==> src/rtl/cmd_arb_pkg.sv <==
package cmd_arb_pkg;
    localparam int NPORT   = 2;
    localparam int OWN_W   = $clog2(NPORT);
    localparam int CMD_W   = 16;
    localparam int SYNC_W  = 8;

    typedef enum logic [1:0] {
        ARB_IDLE   = 2'd0,
        ARB_LOCKED = 2'd1,
        ARB_DRAIN  = 2'd2
    } arb_state_e;

    function automatic logic is_sync_cmd(input logic [CMD_W-1:0] c);
        return (c[15:12] == 4'b0011) && c[8];
    endfunction
endpackage

==> src/rtl/cmd_arb_fsm.sv <==
module cmd_arb_fsm
    import cmd_arb_pkg::*;
(
    input  logic             clk,
    input  logic             rst_n,
    input  logic [NPORT-1:0] req,
    input  logic             sync_taken,
    input  logic             ack_done,
    output arb_state_e       state,
    output logic [OWN_W-1:0] owner
);
    arb_state_e       state_nxt;
    logic [OWN_W-1:0] owner_nxt;
    logic [OWN_W-1:0] pick;

    always_comb begin
        pick = '0;
        for (int i = NPORT - 1; i >= 0; i--) begin
            if (req[i]) pick = OWN_W'(i);
        end
    end

    always_ff @(posedge clk) begin
        if (!rst_n) begin
            state <= ARB_IDLE;
            owner <= '0;
        end else begin
            state <= state_nxt;
            owner <= owner_nxt;
        end
    end

    always_comb begin
        state_nxt = state;
        owner_nxt = owner;
        unique case (state)
            ARB_IDLE: begin
                if (|req) begin
                    state_nxt = ARB_LOCKED;
                    owner_nxt = pick;
                end
            end
            ARB_LOCKED: begin
                if (sync_taken) state_nxt = ARB_DRAIN;
            end
            ARB_DRAIN: begin
                if (ack_done) state_nxt = ARB_IDLE;
            end
            default: state_nxt = ARB_IDLE;
        endcase
    end

    assert_prio_R2: assert property (@(posedge clk) disable iff (!rst_n)
        (state == ARB_IDLE && req[0]) |=> (state == ARB_LOCKED && owner == '0));

    assert_hold_owner_R4: assert property (@(posedge clk) disable iff (!rst_n)
        (state != ARB_IDLE) |=> (state == ARB_IDLE || owner == $past(owner)));

    assert_stay_locked_R5: assert property (@(posedge clk) disable iff (!rst_n)
        (state == ARB_LOCKED && !sync_taken) |=> (state == ARB_LOCKED));

    assert_wait_ack_R6: assert property (@(posedge clk) disable iff (!rst_n)
        (state == ARB_DRAIN && !ack_done) |=> (state == ARB_DRAIN));

    assert_idle_gap_R7: assert property (@(posedge clk) disable iff (!rst_n)
        (state == ARB_DRAIN && ack_done) |=> (state == ARB_IDLE));
endmodule

==> src/rtl/cmd_arb_route.sv <==
module cmd_arb_route
    import cmd_arb_pkg::*;
#(
    parameter int DATA_W = 8,
    parameter int SDI_W  = 8
) (
    input  logic                              clk,
    input  logic                              rst_n,
    input  arb_state_e                        state,
    input  logic [OWN_W-1:0]                  owner,
    input  logic [NPORT-1:0]                  up_cmd_valid,
    output logic [NPORT-1:0]                  up_cmd_ready,
    input  logic [NPORT-1:0][CMD_W-1:0]       up_cmd_data,
    input  logic [NPORT-1:0]                  up_sdo_valid,
    output logic [NPORT-1:0]                  up_sdo_ready,
    input  logic [NPORT-1:0][DATA_W-1:0]      up_sdo_data,
    output logic [NPORT-1:0]                  up_sdi_valid,
    input  logic [NPORT-1:0]                  up_sdi_ready,
    output logic [NPORT-1:0][SDI_W-1:0]       up_sdi_data,
    output logic [NPORT-1:0]                  up_sync_valid,
    input  logic [NPORT-1:0]                  up_sync_ready,
    output logic [NPORT-1:0][SYNC_W-1:0]      up_sync_data,
    output logic                              m_cmd_valid,
    input  logic                              m_cmd_ready,
    output logic [CMD_W-1:0]                  m_cmd_data,
    output logic                              m_sdo_valid,
    input  logic                              m_sdo_ready,
    output logic [DATA_W-1:0]                 m_sdo_data,
    input  logic                              m_sdi_valid,
    output logic                              m_sdi_ready,
    input  logic [SDI_W-1:0]                  m_sdi_data,
    input  logic                              m_sync_valid,
    output logic                              m_sync_ready,
    input  logic [SYNC_W-1:0]                 m_sync_data
);
    logic fwd_cmd;
    logic fwd_data;

    assign fwd_cmd  = (state == ARB_LOCKED);
    assign fwd_data = (state != ARB_IDLE);

    always_comb begin
        m_cmd_valid  = 1'b0;
        m_cmd_data   = '0;
        m_sdo_valid  = 1'b0;
        m_sdo_data   = '0;
        m_sdi_ready  = 1'b0;
        m_sync_ready = 1'b0;
        if (fwd_cmd) begin
            m_cmd_valid = up_cmd_valid[owner];
            m_cmd_data  = up_cmd_data[owner];
        end
        if (fwd_data) begin
            m_sdo_valid  = up_sdo_valid[owner];
            m_sdo_data   = up_sdo_data[owner];
            m_sdi_ready  = up_sdi_ready[owner];
            m_sync_ready = up_sync_ready[owner];
        end
    end

    for (genvar p = 0; p < NPORT; p++) begin : g_port
        logic sel;
        assign sel              = fwd_data && (owner == OWN_W'(p));
        assign up_cmd_ready[p]  = fwd_cmd && sel && m_cmd_ready;
        assign up_sdo_ready[p]  = sel && m_sdo_ready;
        assign up_sdi_valid[p]  = sel && m_sdi_valid;
        assign up_sdi_data[p]   = sel ? m_sdi_data : '0;
        assign up_sync_valid[p] = sel && m_sync_valid;
        assign up_sync_data[p]  = sel ? m_sync_data : '0;
    end

    assert_idle_quiet_R3: assert property (@(posedge clk) disable iff (!rst_n)
        (state == ARB_IDLE) |-> (!m_cmd_valid && up_cmd_ready == '0 && up_sync_valid == '0));

    assert_drain_blocks_R6: assert property (@(posedge clk) disable iff (!rst_n)
        (state == ARB_DRAIN) |-> (up_cmd_ready == '0 && !m_cmd_valid));

    assert_single_sink_R9: assert property (@(posedge clk) disable iff (!rst_n)
        $onehot0(up_sdi_valid) && $onehot0(up_sync_valid));
endmodule

==> src/rtl/cmd_stream_arbiter.sv <==
module cmd_stream_arbiter
    import cmd_arb_pkg::*;
#(
    parameter int DATA_W    = 8,
    parameter int SDI_LANES = 1
) (
    input  logic                                   clk,
    input  logic                                   rst_n,
    input  logic [NPORT-1:0]                       up_cmd_valid,
    output logic [NPORT-1:0]                       up_cmd_ready,
    input  logic [NPORT-1:0][CMD_W-1:0]            up_cmd_data,
    input  logic [NPORT-1:0]                       up_sdo_valid,
    output logic [NPORT-1:0]                       up_sdo_ready,
    input  logic [NPORT-1:0][DATA_W-1:0]           up_sdo_data,
    output logic [NPORT-1:0]                       up_sdi_valid,
    input  logic [NPORT-1:0]                       up_sdi_ready,
    output logic [NPORT-1:0][DATA_W*SDI_LANES-1:0] up_sdi_data,
    output logic [NPORT-1:0]                       up_sync_valid,
    input  logic [NPORT-1:0]                       up_sync_ready,
    output logic [NPORT-1:0][SYNC_W-1:0]           up_sync_data,
    output logic                                   m_cmd_valid,
    input  logic                                   m_cmd_ready,
    output logic [CMD_W-1:0]                       m_cmd_data,
    output logic                                   m_sdo_valid,
    input  logic                                   m_sdo_ready,
    output logic [DATA_W-1:0]                      m_sdo_data,
    input  logic                                   m_sdi_valid,
    output logic                                   m_sdi_ready,
    input  logic [DATA_W*SDI_LANES-1:0]            m_sdi_data,
    input  logic                                   m_sync_valid,
    output logic                                   m_sync_ready,
    input  logic [SYNC_W-1:0]                      m_sync_data
);
    localparam int SDI_W = DATA_W * SDI_LANES;

    arb_state_e       state;
    logic [OWN_W-1:0] owner;
    logic             sync_taken;
    logic             ack_done;

    assign sync_taken = m_cmd_valid && m_cmd_ready && is_sync_cmd(m_cmd_data);
    assign ack_done   = m_sync_valid && m_sync_ready;

    cmd_arb_fsm u_fsm (
        .clk        (clk),
        .rst_n      (rst_n),
        .req        (up_cmd_valid),
        .sync_taken (sync_taken),
        .ack_done   (ack_done),
        .state      (state),
        .owner      (owner)
    );

    cmd_arb_route #(.DATA_W(DATA_W), .SDI_W(SDI_W)) u_route (
        .clk           (clk),
        .rst_n         (rst_n),
        .state         (state),
        .owner         (owner),
        .up_cmd_valid  (up_cmd_valid),
        .up_cmd_ready  (up_cmd_ready),
        .up_cmd_data   (up_cmd_data),
        .up_sdo_valid  (up_sdo_valid),
        .up_sdo_ready  (up_sdo_ready),
        .up_sdo_data   (up_sdo_data),
        .up_sdi_valid  (up_sdi_valid),
        .up_sdi_ready  (up_sdi_ready),
        .up_sdi_data   (up_sdi_data),
        .up_sync_valid (up_sync_valid),
        .up_sync_ready (up_sync_ready),
        .up_sync_data  (up_sync_data),
        .m_cmd_valid   (m_cmd_valid),
        .m_cmd_ready   (m_cmd_ready),
        .m_cmd_data    (m_cmd_data),
        .m_sdo_valid   (m_sdo_valid),
        .m_sdo_ready   (m_sdo_ready),
        .m_sdo_data    (m_sdo_data),
        .m_sdi_valid   (m_sdi_valid),
        .m_sdi_ready   (m_sdi_ready),
        .m_sdi_data    (m_sdi_data),
        .m_sync_valid  (m_sync_valid),
        .m_sync_ready  (m_sync_ready),
        .m_sync_data   (m_sync_data)
    );

    assert_reset_idle_R1: assert property (@(posedge clk)
        !rst_n |=> (up_cmd_ready == '0 && !m_sdo_valid && !m_sdi_ready && !m_sync_ready));
endmodule

==> config.mk <==
export PLATFORM = sky130hd
export DESIGN_NAME = cmd_stream_arbiter
export DESIGN_NICKNAME = d
export VERILOG_FILES = /design/src/rtl/cmd_arb_pkg.sv /design/src/rtl/cmd_arb_fsm.sv /design/src/rtl/cmd_arb_route.sv /design/src/rtl/cmd_stream_arbiter.sv
export SDC_FILE = /design/constraint.sdc
export NUM_CORES = 1
export LEC_CHECK = 0
export ABC_AREA = 0
export BUFFER_PORTS_ARGS = -buffer_cell sky130_fd_sc_hd__buf_4
export CAP_MARGIN = 30
export CORE_AREA = 2 2 58 60
export DETAILED_ROUTE_END_ITERATION = 16
export DIE_AREA = 0 0 60 62
export PLACE_DENSITY = 0.86
export REMOVE_ABC_BUFFERS = 1
export SYNTH_ARGS = -nofsm -noshare
export SYNTH_HDL_FRONTEND = slang
export SYNTH_HIERARCHICAL = 1
export SYNTH_SLANG_ARGS = --single-unit
==> constraint.sdc <==
create_clock -name clk -period 3.4 [get_ports clk]
set_clock_uncertainty 0.15 [all_clocks]
set_input_delay 0.34 -clock clk [delete_from_list [all_inputs] [get_ports clk]]
set_output_delay 0.34 -clock clk [all_outputs]
set_load 0.05 [all_outputs]
# [Yosys cells after proc, flatten, opt, wreduce, memory -nomap -nowiden]
# Index checks and enable logic that the tools add are counted.
[totals] elab_cells=59 reg_bits=3 inputBits=78
[op_classes] mux=28 bitwise_logic=1 n_lt_le_gt_ge=1 eq_ne=6 reduce_logical=21
[op_table] cell="8-bit 2-to-1 mux" count=7
[op_table] cell="16-bit 2-to-1 mux" count=3
[op_table] cell="1-bit logical AND" count=16
[op_table] cell="1-bit 2-to-1 mux" count=14
[op_table] cell="2-bit 2-to-1 mux" count=3
[op_table] cell="2-bit case mux with 3 select lines" count=1
[op_table] cell="4-bit by 2-bit == test with 1-bit output, second input constant" count=1
[op_table] cell="2-bit inequality test, second input constant" count=2
[op_table] cell="3-bit AND reduction" count=1
[op_table] cell="2-bit by 1-bit == test with 1-bit output, second input constant" count=1
[op_table] cell="2-bit == test, second input constant" count=1
[op_table] cell="2-bit zero test" count=1
[op_table] cell="1-bit by 2-bit less-than comparator with 1-bit output, second input constant" count=1
[op_table] cell="2-bit by 1-bit inequality test with 1-bit output, second input constant" count=1
[op_table] cell="2-bit AND reduction" count=1
[op_table] cell="2-bit nonzero test" count=1
[op_table] cell="2-bit OR reduction" count=1
[op_table] cell="1-bit inverter" count=1

# [Logic depth before layout (Yosys ltp)]
# Gate-level depths: netlist (run 1).
[logic_depth] ltp_word=8 mapped_depth=8

# [Cells and area by module]
# The synthesis (run 1) kept the hierarchy.
[by_module_without_submodules] mod="cmd_arb_route" seq_area_each_um2=0.0 area_per_inst_um2=745.7 n_inst=1 cells_each=109
[by_module_without_submodules] mod="cmd_arb_fsm" seq_area_each_um2=60.1 area_per_inst_um2=130.1 n_inst=1 cells_each=13
[by_module_without_submodules] mod="cmd_stream_arbiter" seq_area_each_um2=0.0 area_per_inst_um2=28.8 n_inst=1 cells_each=4

# [Worst setup path before layout (run 1)]
# OpenSTA, ideal clock, no wires.
[synth_path] kind="reg-to-output" from="reg u_fsm.state[0]" to="out up_cmd_ready[0]" setup_slack_ns=1.050 path_buffers=1 stages_incl_launch_ff=4 t_arrival_ns=1.860 cell_sequence="dfxtp_1 -> nand2b_1 -> buf_2 -> nor3b_1"
[synth_via] elab_chain_len=4 elab_cells_between_ends=5
[synth_rtl] element="start: declaration" line_no="cmd_arb_fsm.sv:9" source="output arb_state_e state,"
[synth_rtl] element="start signal: assignment" line_no="cmd_arb_fsm.sv:28" source="state <= state_nxt;"
[synth_rtl] element="2-bit nonzero test" line_no="cmd_arb_route.sv:40" source="assign fwd_data = (state != ARB_IDLE);"
[synth_rtl] element="1-bit logical AND" line_no="cmd_arb_route.sv:63" source="assign sel = fwd_data && (owner == OWN_W'(p));"
[synth_rtl] element="1-bit logical AND (*) (2 in series)" line_no="cmd_arb_route.sv:64" source="assign up_cmd_ready[p] = fwd_cmd && sel && m_cmd_ready;"
[synth_rtl] element="end: declaration" line_no="cmd_stream_arbiter.sv:10" source="output logic [NPORT-1:0] up_cmd_ready,"
# Every way passes the cells marked *; elsewhere a longest branch is shown, timed or not.

# [Worst setup path after layout (run 1)]
[layout_path] from="reg u_fsm.owner" to="out m_cmd_data[11]"
[layout_via] elab_chain_len=3
[layout_rtl] element="start: declaration" line_no="cmd_arb_fsm.sv:10" source="output logic [OWN_W-1:0] owner"
[layout_rtl] element="start signal: assignment" line_no="cmd_arb_fsm.sv:29" source="owner <= owner_nxt;"
[layout_rtl] element="16-bit 2-to-1 mux (implied by the code) (2 in series)" line_no="cmd_arb_route.sv:51" source="m_cmd_data = up_cmd_data[owner];"
[layout_rtl] element="16-bit 2-to-1 mux" line_no="cmd_arb_route.sv:49" source="if (fwd_cmd) begin"
[layout_rtl] element="end: declaration" line_no="cmd_stream_arbiter.sv:23" source="output logic [CMD_W-1:0] m_cmd_data,"
# Every way passes these cells. The select of a mux whose other input is x is not followed.

==> results.txt, run 1 <==
----------------------------------------------------
[Clock tree]
  Maximum buffer depth of the clock tree ... 2
  Cells resized by post-CTS repair ... 0
  Clock root buffer master ... clkbuf_4
  Number of clock sinks seen by CTS ... 3
  CTS tree ... yes
  Clock transition at the registers of the reported paths ... 0.04 ns
  Number of setup buffers added after CTS ... 0
  Clock buffers created by TritonCTS ... 3
  Clock network latency to the later pin of the worst-skew pair ... 0.25 ns
  Max H-tree Level ... 1
  Number of buffers inserted for hold repair after clock tree synthesis ... 0

[Global route]
  Total gr overflow ... 0
  Number of antenna violations at the first check in global routing ... 0
  Vias in the first global route ... 1120
  Wire length of the first global-routing pass ... 4650 microns
  All-layer global routing usage ... 0.167
  Maximum number of pins on one net before global-route repair ... 22

[STA]
  Fin. Hold Viols ... 0
  Sum of negative setup slack ... 0 ns
  Slew at the pin closest to its max-slew limit ... 0.689 ns
  Upper clock frequency limit ... 0.438 GHz
  Final WS setup ... 1.12 ns
  Minimum period implied by the final worst setup slack ... 2.28 ns
  Max Transition Viols Final ... 0
  Worst relative slew slack ... 0.539
  Final clock period utilization by the worst path ... 0.672
  RSZ-0062 raised after global routing ... no
  Total setup violations reported at the end of the flow ... 0

[Critical path]
  R2r setup slk ... 1.27 ns
  Worst path cell trace ... buf_4, mux2i_1, nor2_1, buf_4
  Type of the setup path with the least slack ... reg -> out
  Largest fanout on the critical path ... 21
  Worst Path Required ... 2.91 ns
  Most common cell on crit path ... buf_4
  Data arrival time of the critical path ... 1.79 ns
  Kind of end point of the critical path ... primary output
  Critical-path cell with the highest stage delay ... dfxtp_2
  Critical path startpoint category ... register
  Critical path's largest stage delay ... 0.68 ns

[Placed design]
  Gpl congestion ... 0.675
  Post-Place Worst Slack ... 1.32 ns
  Placed wire-length estimate after detailed placement ... 3100 microns
  Placed cell count ... 309
  Placed cell areas ... 1990 sq um
  Number of buffers inserted by port buffering ... 145

[Cells and area]
  Antenna Cells ... 0
  Most common cell after layout, fill and taps aside ... buf_4
  Fraction of layout instances using a drive strength above 1 ... 0.577
  Highest-count cells in the layout ignoring fill and taps ... buf_4, and2_1, nor2_1
  Synthesis-to-finish area growth ... 123%
  Post-route core utilization ... 0.634
  Layout Cells excl Fill ... 313
  Area of all placed cells without fillers ... 2020 sq um
  Layout net count ... 346

[Power and ir drop]
  Cell internal power dissipation ... 0.000229 W
  Comb power frac ... 0.767
  Power share of the sequential group ... 0.095
  Share of total power in the clock network ... 0.138
  Worst VDD drop ... 0.107 mV
  Switching share of total power ... 0.528
  Static Leak ... 1.06 nW
  PwrDens ... 240 nW/um^2
  Sw power ... 0.000256 W

[Synthesis]
  FF+latch count, synth ... 3
  Count of yosys warnings during synthesis ... 6
  Unique masters post-synth ... 24
  Complex-gate fraction of the synthesized area ... 0.0595
  Netlist Area Pre-Place ... 905 sq um
  Simple-gate share of the synthesized area ... 0.479
  Main combinational cell family by area after synthesis ... simple AND/OR/NAND/NOR gates
  Leading cell types by total area after synthesis ... mux2i_1, and2_1, nor2_1
  Share of the synthesized area in the top cell type ... 0.310
  Sequential fraction of the synthesis area ... 0.0664
  Portion of netlist area occupied by mux cells ... 0.310
  Post-synthesis xor/xnor area fraction ... 0
  Number of standard cells after synthesis ... 126
  Cell type with the highest aggregate area in the netlist ... mux2i_1
  Per-instance average area after synthesis ... 7.18 sq um
  Adder-cell area share of the yosys netlist ... 0

[Die]
  Initial core utilization ... 0.285
  Full die area ... 3720 sq um
  Horizontal extent of the die ... 60 microns
  Y dimension of the die ... 62 microns
  Cell row count ... 21
  Std-Cell Core Area ... 3180 sq um
  # IOs ... 146

[Routing]
  Remaining DRCs ... 0
  Average routed wire per standard cell ... 11.8 microns
  Max layer used ... met4
  Antenna Nets Post-Route ... 0
  Vias ... 1389
  Post-DR vias/cell ... 4.44
  DRT met1 WL ... 1260 microns
  Initial DRC Count ... 20
  Wire length on met3 ... 472 microns
  First-pass iteration count of the detailed router ... 4
  Total wire length ... 3690 microns
  Met2 Routed Length ... 1930 microns

[Run]
  Total of max-cap violations ... 0

[Hold path]
  HP Class ... in -> reg

[Status]
  Outcome ... complete, no violations

----------------------------------------------------
critical path, delay by kind of cell (launching register included):
kind                   cells  cell delay [ns]
flip-flops                 1             0.68
multiplexers               1             0.25
buffers and inverters      2             0.55
AND/OR/NAND/NOR            1             0.06
cells by family (layout without fill, tap and decap cells):
group                  count (synthesis)  after routing
flip-flops                             3              3
AND/OR/NAND/NOR                       79             79
buffers and inverters                 11            152
multiplexers                          28             28
AO/OA/AOI/OAI                          5              5
metal layers:
metal  vias to the layer above  global-route usage
li1                        697                   -
met3                         2              0.0497
met4                         0              0.0857
met1                       606               0.163
met2                        84               0.317
met5                         -                   0
cell type report:
cell class / count / area, sq um
Clock buffer: 4 / 26.3
Fill cell: 294 / 1160
Sequential cell: 3 / 61.3
Tap cell: 46 / 57.6
Multi-Input combinational cell: 112 / 767
Timing Repair Buffer: 146 / 1100
Inverter: 2 / 7.51
registers in the layout, indices dropped and copies added (netlist names):
| signal | flops |
|---|---|
| u_fsm/owner | 1 |
| u_fsm/state | 2 |
power by group through the flow:
| stage | Combinational (W) | Clock (W) | Sequential, W |
|---|---|---|---|
| final | 0.000372 | 0.0000669 | 0.0000458 |
| after floorplan | 0.000221 | 0 | 0.0000476 |
| after global placement | 0.000370 | 0 | 0.0000462 |
| after detailed placement | 0.000374 | 0 | 0.0000465 |
| after global routing | 0.000392 | 0.0000726 | 0.0000464 |
| after CTS | 0.000375 | 0.0000686 | 0.0000458 |
per-stage QoR:
stage | hold slack [ns] | total power, W
3_5_place_dp | 0.392 | 0.000420
3_3_place_gp | 0.384 | 0.000416
6_report | 0.138 | 0.000485
5_1_grt | 0.136 | 0.000512
4_1_cts | 0.131 | 0.000489
2_1_floorplan | 0.277 | 0.000269
path summary, 6_finish.rpt:
kind / from / endpoint / cells after the start
hold reg to reg: u_fsm/state[0] / u_fsm/state[1] / 2
setup reg to reg: u_fsm/state[1] / u_fsm/state[0] / 5
hold / removal: up_cmd_valid[0] / u_fsm/owner / 2
setup / recovery: u_fsm/owner / m_cmd_data[11] / 4
synth_stat cells, drive strengths merged:
cell type / count
and2: 39
nor2: 30
o21ba: 1
a2111oi: 1
buf: 7
dfxtp: 3
mux2i: 28
a221oi: 1
and4b: 1
or3b: 2
nand4b: 1
nand3b: 1
nand2: 1
o21a: 1
a21oi: 1
inv: 2
nor3: 2
nand2b: 1
nor3b: 1
clkbuf: 2
Note: power is estimated with default switching activity, not from simulation.
==> inputs of run 2 (changes only) <==
Settings changed: CORE_AREA 2 2 58 60 to not set, CORE_UTILIZATION set to 26, DIE_AREA 0 0 60 62 to not set, PLACE_DENSITY 0.86 to 0.8.
Clock period 3.4 ns to 2.01 ns, I/O delays scaled along.
==> run 2 against run 1 <==
Combinational power up 73%; critical endpoint is now m_sdi_ready; final cell count up 1.3%; setup slack worse by 1.0 ns; register-to-register slack worse by 0.99 ns; first-iteration DRC count grew 30%; highest routed layer unchanged; largest cell class unchanged; critical path type unchanged; clock power is 55% higher; non-clock buffer count increased by 4; sequential share of layout area decreased by 0.050 points; wire length is 1.7% lower.
==> results.txt, run 2 (synthesis gave the netlist of run 1 again) <==
----------------------------------------------------
[STA]
  Worst relative slew slack ... 0.782 (+0.243)
  Fin. Hold Viols ... 0 (unchanged)
  Slew at the pin closest to its max-slew limit ... 0.319 ns (-0.371 ns)
  Final clock period utilization by the worst path ... 0.950
  Final WS setup ... 0.100 ns (-1.02 ns)
  Total setup violations reported at the end of the flow ... 0 (unchanged)
  Upper clock frequency limit ... 0.524 GHz
  RSZ-0062 raised after global routing ... no
  Max Transition Viols Final ... 0 (unchanged)
  Minimum period implied by the final worst setup slack ... 1.91 ns

[Placed design]
  Placed wire-length estimate after detailed placement ... 3020 microns (-2.5%)
  Post-Place Worst Slack ... 0.261 ns (-1.05 ns)
  Gpl congestion ... 0.695 (+3.0%)
  Placed cell count ... 313 (+1.3%)
  Number of buffers inserted by port buffering ... 145 (unchanged)

[Clock tree]
  Clock transition at the registers of the reported paths ... 0.04 ns (about the same)
  Clock root buffer master ... clkbuf_4
  Clock buffers created by TritonCTS ... 3 (unchanged)
  Number of clock sinks seen by CTS ... 3 (unchanged)
  Maximum buffer depth of the clock tree ... 2 (unchanged)
  Max H-tree Level ... 1 (unchanged)
  Clock network latency to the later pin of the worst-skew pair ... 0.23 ns (-0.02 ns)
  CTS tree ... yes

[Die]
  Cell row count ... 21 (unchanged)
  Horizontal extent of the die ... 61.0 microns (+1.6%)
  # IOs ... 146 (unchanged)
  Initial core utilization ... 0.271 (-0.0134)
  Full die area ... 3720 sq um (about the same)
  Std-Cell Core Area ... 3340 sq um (+5.0%)
  Y dimension of the die ... 61.0 microns (-1.6%)

[Global route]
  Maximum number of pins on one net before global-route repair ... 21 (-4.5%)
  Number of antenna violations at the first check in global routing ... 0 (unchanged)
  Total gr overflow ... 0 (unchanged)
  Vias in the first global route ... 1117 (-0.27%)
  All-layer global routing usage ... 0.164 (-0.00293)
  Wire length of the first global-routing pass ... 4650 microns (unchanged)

[Cells and area]
  Register ranked first by flip-flop count ... u_fsm/state
  Highest-count cells in the layout ignoring fill and taps ... buf_4, and2_1, nor2_1
  Most common cell after layout, fill and taps aside ... buf_4
  Layout net count ... 350 (+1.2%)
  Biggest registers after layout ... u_fsm/state: 2 flops, u_fsm/owner: 1 flops
  Synthesis-to-finish area growth ... 127%
  Antenna Cells ... 0 (unchanged)
  Layout Cells excl Fill ... 317 (+1.3%)
  Post-route core utilization ... 0.614 (-0.0198)
  Fraction of layout instances using a drive strength above 1 ... 0.583 (+0.00625)
  Number of flip-flops under the largest register name ... 2 (unchanged)

[Power and ir drop]
  PwrDens ... 400 nW/um^2 (+66%)
  Static Leak ... 1.08 nW (+1.9%)
  Power share of the sequential group ... 0.086 (-0.009)
  Sw power ... 0.000425 W (+66%)
  Final total power ... 0.000819 W (+69%)
  Share of total power in the clock network ... 0.127 (-0.011)
  Comb power frac ... 0.787 (+0.020)
  Cell internal power dissipation ... 0.000394 W (+72%)
  Worst VDD drop ... 0.182 mV (+70%)
  Switching share of total power ... 0.519 (-0.00930)

[Critical path]
  Kind of end point of the critical path ... primary output
  Largest fanout on the critical path ... 20 (-4.8%)
  Critical path's largest stage delay ... 0.53 ns (-0.15 ns)
  Worst path cell trace ... buf_6, mux2i_1, nor2_1, buf_4
  RR Endpoint ... u_fsm/state[1]
  Worst Path Required ... 1.66 ns (-1.25 ns)
  R2R depth ... 6 (+1)
  R2r setup slk ... 0.28 ns (-0.99 ns)
  Critical path startpoint category ... register
  Data arrival time of the critical path ... 1.56 ns (-0.23 ns)
  Type of the setup path with the least slack ... reg -> out
  Critical-path cell with the highest stage delay ... dfxtp_2
  Startpoint of the lowest-slack register-to-register path ... u_fsm/state[1]

[Hold path]
  Worst Min Path Start ... up_cmd_valid[0]
  Number of cells on the worst hold path ... 2 (unchanged)
  HP Class ... in -> reg
  WHS Endpoint ... u_fsm/owner

[Routing]
  Total wire length ... 3620 microns (-1.7%)
  First-pass iteration count of the detailed router ... 6 (+2)
  Antenna Nets Post-Route ... 0 (unchanged)
  Remaining DRCs ... 0 (unchanged)
  Post-DR vias/cell ... 4.35 (-1.9%)
  Vias ... 1380 (-0.65%)
  Average routed wire per standard cell ... 11.4 microns (-2.9%)
  Initial DRC Count ... 26 (+30%)

[Run]
  Total of max-cap violations ... 0 (unchanged)

[Status]
  Outcome ... complete, no violations

----------------------------------------------------
## run 2: worst max-delay path by stage
stage,startpoint,endpoint,slack (ns),cells past startpoint
detailed placement,u_fsm/owner,m_sdi_ready,0.26,4
global placement,u_fsm/state[1],u_fsm/state[0],0.29,5
floorplan,u_fsm/owner,u_fsm/state[0],-1.0,5
global route,u_fsm/state[1],up_cmd_ready[0],0.004,4
CTS,u_fsm/owner,m_sdi_ready,0.08,4
finish,u_fsm/owner,m_sdi_ready,0.10,4
## run 2: worst max-delay path, delay by kind of cell, from the launching register on
family	cells	cell delay [ns]
mux	1	0.24
buf+inv	2	0.49
simple gates	1	0.06
flops	1	0.53
## run 2: power by group through the flow
stage	logic (W)	registers [W]	clock network [W]
finish	0.000645	0.0000704	0.000104
global route	0.000680	0.0000709	0.000114
CTS	0.000649	0.0000704	0.000109
detailed placement	0.000647	0.0000709	0
global placement	0.000642	0.0000707	0
floorplan	0.000375	0.0000806	0
## run 2: layout make-up
class,count,area (sq um)
flip-flops and latches,3,61.3
repair buffers,150,1130
clock buffers,4,26.3
multi-input cells,112,767
inverters,2,7.51
well taps,46,57.6
fillers,293,1290
## run 2: layer usage
layer  vias up  share of wire  track usage
met2        69           0.53        0.300
met4         0          0.010       0.0747
met3         4          0.082       0.0299
li1        707              -            -
met1       600           0.38        0.183
met5         -              0            0
## run 2: what timing repair did
| item | 4_1_cts | 5_1_grt |
|---|---|---|
| setup endpoints to repair | 1 | 0 |
| hold buffers | 0 | 0 |
| setup buffers | 0 | 0 |
| gates resized for setup | 1 | 0 |
## run 2: stage by stage
stage	area (sq um)	setup TNS, ns	hold WS [ns]
floorplan	835	-25.57	0.138
global placement	2020	0	0.251
detailed placement	2020	0	0.257
CTS	2050	0	0.00654
global route	2050	0	0.0200
finish	2050	0	0.0154
